==> src/rtl/cmatch_pkg.sv <==
package cmatch_pkg;

    localparam int DATA_W       = 16;
    localparam int ADDR_W       = 4;
    localparam int NUM_CH       = 2;
    localparam int SEL_W        = 2;
    localparam int DIV_BASE_LOG = 3;
    localparam int DIV_STEP_LOG = 2;
    localparam int PRE_W        = DIV_BASE_LOG + DIV_STEP_LOG * ((1 << SEL_W) - 1);
    localparam int IE_BIT       = 6;

    localparam logic [DATA_W-1:0] CMP_RESET = '1;
    localparam logic [DATA_W-1:0] UNMAPPED  = '1;

    typedef enum logic [1:0] {
        RK_CTRL    = 2'd0,
        RK_COUNT   = 2'd1,
        RK_COMPARE = 2'd2,
        RK_NONE    = 2'd3
    } reg_kind_e;

    typedef struct packed {
        logic      is_start;
        logic      hit;
        logic      ch;
        reg_kind_e kind;
    } decode_t;

    typedef struct packed {
        logic             irq_en;
        logic [SEL_W-1:0] sel;
    } chan_ctrl_t;

    function automatic logic [PRE_W-1:0] tick_limit(input logic [SEL_W-1:0] sel);
        int shamt;
        shamt = DIV_BASE_LOG + DIV_STEP_LOG * int'(sel);
        return (PRE_W'(1) << shamt) - PRE_W'(1);
    endfunction

    function automatic logic [DATA_W-1:0] ctrl_to_word(input chan_ctrl_t c);
        logic [DATA_W-1:0] w;
        w            = '0;
        w[SEL_W-1:0] = c.sel;
        w[IE_BIT]    = c.irq_en;
        return w;
    endfunction

    function automatic chan_ctrl_t word_to_ctrl(input logic [DATA_W-1:0] w);
        chan_ctrl_t c;
        c.sel    = w[SEL_W-1:0];
        c.irq_en = w[IE_BIT];
        return c;
    endfunction

endpackage

==> src/rtl/cmatch_decode.sv <==
module cmatch_decode
    import cmatch_pkg::*;
(
    input  logic [ADDR_W-1:0] addr,
    output decode_t           dec
);
    // Offset within an 8-byte half, in 16-bit words
    logic [1:0] word;
    assign word = addr[2:1];

    always_comb begin
        dec          = '0;
        dec.kind     = RK_NONE;
        dec.ch       = addr[3];
        if (!addr[0]) begin
            if (!addr[3]) begin
                // lower half: word 0 is the start register, channel 0 shifted by one word
                unique case (word)
                    2'd0: dec.is_start = 1'b1;
                    2'd1: begin dec.hit = 1'b1; dec.kind = RK_CTRL;    end
                    2'd2: begin dec.hit = 1'b1; dec.kind = RK_COUNT;   end
                    default: begin dec.hit = 1'b1; dec.kind = RK_COMPARE; end
                endcase
            end else begin
                unique case (word)
                    2'd0: begin dec.hit = 1'b1; dec.kind = RK_CTRL;    end
                    2'd1: begin dec.hit = 1'b1; dec.kind = RK_COUNT;   end
                    2'd2: begin dec.hit = 1'b1; dec.kind = RK_COMPARE; end
                    default: dec.hit = 1'b0;
                endcase
            end
        end
    end
endmodule

==> src/rtl/cmatch_prescaler.sv <==
module cmatch_prescaler
    import cmatch_pkg::*;
(
    input  logic             clk,
    input  logic             rst,
    input  logic             run,
    input  logic [SEL_W-1:0] sel,
    output logic             tick
);
    logic [PRE_W-1:0] div_q;
    logic [PRE_W-1:0] limit;

    assign limit = tick_limit(sel);
    // >= so a ratio lowered mid-count fires at once instead of wrapping
    assign tick  = run && (div_q >= limit);

    always_ff @(posedge clk) begin
        if (rst || !run) begin
            div_q <= '0;
        end else if (tick) begin
            div_q <= '0;
        end else begin
            div_q <= div_q + PRE_W'(1);
        end
    end

    // smallest ratio is 8, so two ticks never touch
    assert_tick_gap_R4: assert property (@(posedge clk) disable iff (rst)
        tick |=> !tick);
endmodule

==> src/rtl/cmatch_channel.sv <==
module cmatch_channel
    import cmatch_pkg::*;
(
    input  logic              clk,
    input  logic              rst,
    input  logic              run,
    input  logic              we_ctrl,
    input  logic              we_count,
    input  logic              we_compare,
    input  logic [DATA_W-1:0] wdata,
    output chan_ctrl_t        ctrl,
    output logic [DATA_W-1:0] count,
    output logic [DATA_W-1:0] compare,
    output logic              irq
);
    chan_ctrl_t        ctrl_q;
    logic [DATA_W-1:0] count_q;
    logic [DATA_W-1:0] compare_q;
    logic              irq_q;
    logic              tick;
    logic              match;

    cmatch_prescaler u_pre (
        .clk  (clk),
        .rst  (rst),
        .run  (run),
        .sel  (ctrl_q.sel),
        .tick (tick)
    );

    assign match = tick && (count_q == compare_q);

    always_ff @(posedge clk) begin
        if (rst) begin
            ctrl_q    <= '0;
            compare_q <= CMP_RESET;
        end else begin
            if (we_ctrl)    ctrl_q    <= word_to_ctrl(wdata);
            if (we_compare) compare_q <= wdata;
        end
    end

    always_ff @(posedge clk) begin
        if (rst) begin
            count_q <= '0;
        end else if (we_count) begin
            count_q <= wdata;
        end else if (match) begin
            count_q <= '0;
        end else if (tick) begin
            count_q <= count_q + DATA_W'(1);
        end
    end

    always_ff @(posedge clk) begin
        if (rst) begin
            irq_q <= 1'b0;
        end else begin
            irq_q <= match && !we_count && ctrl_q.irq_en;
        end
    end

    assign ctrl    = ctrl_q;
    assign count   = count_q;
    assign compare = compare_q;
    assign irq     = irq_q;

    assert_wrap_R5: assert property (@(posedge clk) disable iff (rst)
        (tick && (count_q == compare_q) && !we_count) |=> (count_q == '0));

    assert_irq_pulse_R6: assert property (@(posedge clk) disable iff (rst)
        irq_q |=> !irq_q);

    assert_irq_enabled_R6: assert property (@(posedge clk) disable iff (rst)
        $rose(irq_q) |-> $past(ctrl_q.irq_en));

    assert_hold_R8: assert property (@(posedge clk) disable iff (rst)
        (!run && !we_count) |=> $stable(count_q));

    assert_quiet_R8: assert property (@(posedge clk) disable iff (rst)
        !run |=> !irq_q);

    assert_write_wins_R10: assert property (@(posedge clk) disable iff (rst)
        we_count |=> (count_q == $past(wdata)));
endmodule

==> src/rtl/cmatch_timer.sv <==
module cmatch_timer
    import cmatch_pkg::*;
(
    input  logic              clk,
    input  logic              rst,
    input  logic [ADDR_W-1:0] bus_addr,
    input  logic              bus_we,
    input  logic [DATA_W-1:0] bus_wdata,
    output logic [DATA_W-1:0] bus_rdata,
    output logic [NUM_CH-1:0] irq
);
    decode_t           dec;
    logic [NUM_CH-1:0] start_q;
    chan_ctrl_t        ctrl_v    [NUM_CH];
    logic [DATA_W-1:0] count_v   [NUM_CH];
    logic [DATA_W-1:0] compare_v [NUM_CH];

    cmatch_decode u_dec (
        .addr (bus_addr),
        .dec  (dec)
    );

    always_ff @(posedge clk) begin
        if (rst) begin
            start_q <= '0;
        end else if (bus_we && dec.is_start) begin
            start_q <= bus_wdata[NUM_CH-1:0];
        end
    end

    for (genvar c = 0; c < NUM_CH; c++) begin : g_ch
        logic sel_me;
        assign sel_me = bus_we && dec.hit && (dec.ch == 1'(c));

        cmatch_channel u_ch (
            .clk        (clk),
            .rst        (rst),
            .run        (start_q[c]),
            .we_ctrl    (sel_me && (dec.kind == RK_CTRL)),
            .we_count   (sel_me && (dec.kind == RK_COUNT)),
            .we_compare (sel_me && (dec.kind == RK_COMPARE)),
            .wdata      (bus_wdata),
            .ctrl       (ctrl_v[c]),
            .count      (count_v[c]),
            .compare    (compare_v[c]),
            .irq        (irq[c])
        );
    end

    always_comb begin
        bus_rdata = UNMAPPED;
        if (dec.is_start) begin
            bus_rdata = {{(DATA_W-NUM_CH){1'b0}}, start_q};
        end else if (dec.hit) begin
            unique case (dec.kind)
                RK_CTRL:    bus_rdata = ctrl_to_word(ctrl_v[dec.ch]);
                RK_COUNT:   bus_rdata = count_v[dec.ch];
                RK_COMPARE: bus_rdata = compare_v[dec.ch];
                default:    bus_rdata = UNMAPPED;
            endcase
        end
    end

    assert_start_upper_R2: assert property (@(posedge clk) disable iff (rst)
        (bus_addr == '0) |-> (bus_rdata[DATA_W-1:NUM_CH] == '0));

    assert_odd_unmapped_R9: assert property (@(posedge clk) disable iff (rst)
        bus_addr[0] |-> (bus_rdata == UNMAPPED));

    assert_start_reset_R7: assert property (@(posedge clk)
        rst |=> (start_q == '0));
endmodule

==> config.mk <==
export PLATFORM = sky130hd
export DESIGN_NAME = cmatch_timer
export DESIGN_NICKNAME = d
export VERILOG_FILES = /design/src/rtl/cmatch_pkg.sv /design/src/rtl/cmatch_decode.sv /design/src/rtl/cmatch_prescaler.sv /design/src/rtl/cmatch_channel.sv /design/src/rtl/cmatch_timer.sv
export SDC_FILE = /design/constraint.sdc
export NUM_CORES = 1
export LEC_CHECK = 0
export BUFFER_PORTS_ARGS = -buffer_cell sky130_fd_sc_hd__buf_2
export CAP_MARGIN = 40
export CORE_MARGIN = 2
export CORE_UTILIZATION = 38
export CTS_CLUSTER_SIZE = 20
export DETAILED_ROUTE_END_ITERATION = 8
export SETUP_SLACK_MARGIN = 0.5
export SLEW_MARGIN = 40
export SYNTH_ARGS = -nofsm -noshare
export SYNTH_HDL_FRONTEND = slang
export SYNTH_SLANG_ARGS = --single-unit
==> constraint.sdc <==
create_clock -name clk -period 5.2 [get_ports clk]
set_input_delay 0.52 -clock clk [delete_from_list [all_inputs] [get_ports clk]]
set_output_delay 0.52 -clock clk [all_outputs]
set_load 0.01 [all_outputs]
==> flow_metrics.tcl <==
set metrics [dict create \
    worstSetupPathType "in2out" \
    hp-class "reg2reg" \
    setup.worst_path.start "bus_addr[3]" \
    cts_root_buf "clkbuf_16" \
    grt_max_degree 47 \
    slowest_delay_ns 0.60 \
    final_antenna_net_count 0 \
    fmax_mhz 296 \
    die_w_um 129 \
    finalSetupViolCount 0 \
    gr-usage-all-layers_pct 22.0 \
    die_y_um 129 \
    crit_family "simple AND/OR/NAND/NOR gates" \
    critical_path_required_ns 4.68 \
    final_nets 788 \
    outcome "completed" \
    vias 5546 \
    finalMaxSlewViolations 0 \
    port_buffers 40 \
    ys_warn_count 0 \
    ios 41 \
    min_period_over_period_pct 65.0 \
    clk-insertion-delay-late_ns 0.35 \
    routedWlPerCell_um 18.8 \
    finalSetupTns_ns 0 \
    rows 45 \
    synth_top_family_by_area "simple AND/OR/NAND/NOR gates" \
    drt_iter0_markers 478 \
    antenna_found_initial 1 \
    antenna_cells 0 \
    async_flop_share_pct 0 \
    final_cell_area_mm2 0.00658 \
    max_cap_viol_count 0 \
    seq_area_frac_synth_pct 31.0 \
    crit_chain "buf_4, nor3b_2, o21bai_2, nor3_4, a221oi_1, a21o_1, a32oi_1, buf_2" \
    dp_cells 940 \
    grt_pass1_vias 5235 \
    place_congestion 0.869 \
    post-route-drc-count 0 \
    path_depth 8 \
    dpl_cell_area_mm2 0.00626 \
    cts_max_level 3 \
    synth-compound-area-share_pct 15.5 \
    crit-reg2reg-capture "g_ch[0].u_ch.count[14]$_SDFFE_PP0P_" \
    area_growth_pct 10.7 \
    crit_end "bus_rdata[0]" \
    start_util_pct 38.9 \
    synth.mux.area_fraction_pct 6.17 \
    grt_overflow 0 \
    clock_path_buffers 2 \
    hold_viol 0 \
    synth_xor_area_share_pct 7.37 \
    r2r_start "g_ch[0].u_ch.ctrl[1]$_SDFFE_PP0P_" \
    reg2reg_setup_slack_ns 2.47 \
    drtPass1Iterations 5 \
    peakVddDrop_v 0.000128 \
    p_per_area_mw_per_mm2 254 \
    vias_per_cell 5.80 \
    startpoint_type "input port" \
    cp_data_arrival_time_ns 2.86 \
    synthCells 736 \
    ys_ff_latch 92 \
    r2r_cells 8 \
    die_area_mm2 0.0167 \
    p_leak_nw 2.37 \
    clock_sinks 92 \
    rsz0062_at_grt "false" \
    fin_crit_ns 3.38 \
    coreArea_mm2 0.0153 \
    crit_buf_inv 2 \
    totalWireLength_um 18000 \
    max-slew-margin-rel_pct 49.2 \
    drive_above_1_share_pct 15.0 \
    skew_ns 0.00447 \
    synth_area_mm2 0.00594 \
    layout.cells.non_filler 956 \
    synth.avg_cell_area_um2 8.07 \
    synthSimpleGateAreaFrac_pct 29.9 \
    cts_tree "done" \
    yosys.area_share.adder_pct 5.05 \
    worstMarginPinSlew_ns 0.759 \
    crit_path_max_fanout 46 \
    ys_types 71 \
    cts_buffers 9 \
    synth_ff_type "dfxtp_1" \
    grt_pass1_wl_um 28500 \
    critPathCaptureType "output pin" \
    postCtsSetupBuffers 0 \
    cp_slowest_cell "nor3_4" \
    synth_edf_count 0 \
    dp_hpwl_um 13000 \
    cts-hold-fix-buffers 0 \
    path_clk_slew_ns 0.06 \
    cts_resized 0 \
]
layer usage:
layer	up-vias	part of all wire [%]	track usage, %
met3	34	6.3	3.59
met5	-	0	0
li1	2657	-	-
met1	2654	46	31.1
met2	201	45	33.9
met4	0	2.3	7.54
placed cells by master, fill, tap and decap left out, types with 4 or more instances in the layout:
cell and n:
nor2b_1 4, nand3b_1 32, nor4_1 4, a22oi_1 14
xnor2_1 21, and3_1 10, mux2i_1 4, and4_1 6
a31oi_1 17, clkbuf_16 9, nor2_1 49, o221ai_1 4
o21ai_0 16, buf_2 39, nand4_1 13, a21oi_1 46
buf_4 9, nand3_1 40, nand2_1 108, inv_1 14
a221oi_1 5, or4_1 10, and2_1 8, ha_1 24
xor2_1 29, dfxtp_1 92, mux2_2 29, or3_1 10
synth_stat cells, drive strengths merged, types with 3 or more instances:
master   number  area [um2]
a2111oi       3        26.3
a211oi        4        35.0
a21oi        46         230
a221oi        5        43.8
a22oi        14         105
a31oi        17         106
a32oi         3        26.3
and2          9        56.3
and3         11        70.1
and4          6        52.6
buf          16        92.6
clkbuf       40         150
dfxtp        92        1840
ha           24         300
inv          14        52.6
mux2         29         327
mux2i         4        40.0
nand2       108         405
nand3        40         200
nand3b       32         240
nand4        13        81.3
nand4b        3        26.3
nor2         49         184
nor2b         4        25.0
nor3          4        20.0
nor3b         3        27.5
nor4          6        52.6
nor4b         6        88.8
o211ai        3        22.5
o21ai        18        90.1
o21bai        3        26.3
o221ai        4        35.0
o31ai         3        22.5
or2           3        18.8
or3          11        70.1
or3b          3        26.3
or4          10        75.1
xnor2        21         184
xor2         29         254
logic make-up after synthesis:
group,after synthesis
fa+ha+maj,24
flops,92
xor+xnor,50
simple gates,327
other cells,1
compound gates,139
mux,33
buf+inv,70
sequential cells by signal, indices dropped and copies added (netlist names):
register               cells
g_ch.u_ch.count           32
g_ch.u_ch.compare         32
g_ch.u_ch.ctrl             6
g_ch.u_ch.u_pre.div_q     18
g_ch.u_ch.irq              2
start_q                    2
stage by stage:
step | hold slack, ns | setup slack, ns | power [mW] | utilization (%)
after floorplan | 0.429 | 2.33 | 0.912 | -
after global placement | 0.444 | 1.35 | 0.984 | 40.9
after detailed placement | 0.454 | 1.84 | 0.993 | 41.1
after CTS | 0.469 | 1.84 | 1.68 | 43.1
after global routing | 0.492 | 1.62 | 1.74 | 43.1
final | 0.461 | 1.82 | 1.67 | 43.1
worst min path at each step:
stage,start,to,slack [ns],depth (start not counted)
3_3_place_gp,g_ch[1].u_ch.u_pre.div_q[0]$_SDFF_PP0_,g_ch[1].u_ch.u_pre.div_q[0]$_SDFF_PP0_,0.44,1
3_5_place_dp,g_ch[1].u_ch.u_pre.div_q[0]$_SDFF_PP0_,g_ch[1].u_ch.u_pre.div_q[0]$_SDFF_PP0_,0.45,1
5_1_grt,bus_wdata[2],g_ch[0].u_ch.compare[2]$_SDFFE_PP1P_,0.49,3
6_report,g_ch[1].u_ch.u_pre.div_q[0]$_SDFF_PP0_,g_ch[1].u_ch.u_pre.div_q[0]$_SDFF_PP0_,0.46,1
2_1_floorplan,g_ch[1].u_ch.u_pre.div_q[0]$_SDFF_PP0_,g_ch[1].u_ch.u_pre.div_q[0]$_SDFF_PP0_,0.43,1
4_1_cts,g_ch[1].u_ch.u_pre.div_q[0]$_SDFF_PP0_,g_ch[1].u_ch.u_pre.div_q[0]$_SDFF_PP0_,0.47,1
power breakdown:
group	switching, mW	leakage, nW	internal (mW)	total (mW)
Sequential	0.0425	0.745	0.725	0.768
Combinational	0.123	1.48	0.0909	0.214
Clock	0.283	0.149	0.410	0.693
layout make-up:
cell class / instances / area, um2
Clock inverter: 1 / 30.0
Fill cell: 1541 / 8680
Timing Repair Buffer: 49 / 274
Multi-Input combinational cell: 575 / 3840
Clock buffer: 14 / 274
Tap cell: 211 / 264
Sequential cell: 92 / 1840
Inverter: 14 / 52.6
No activity file was read; power rests on OpenSTA's default activity.
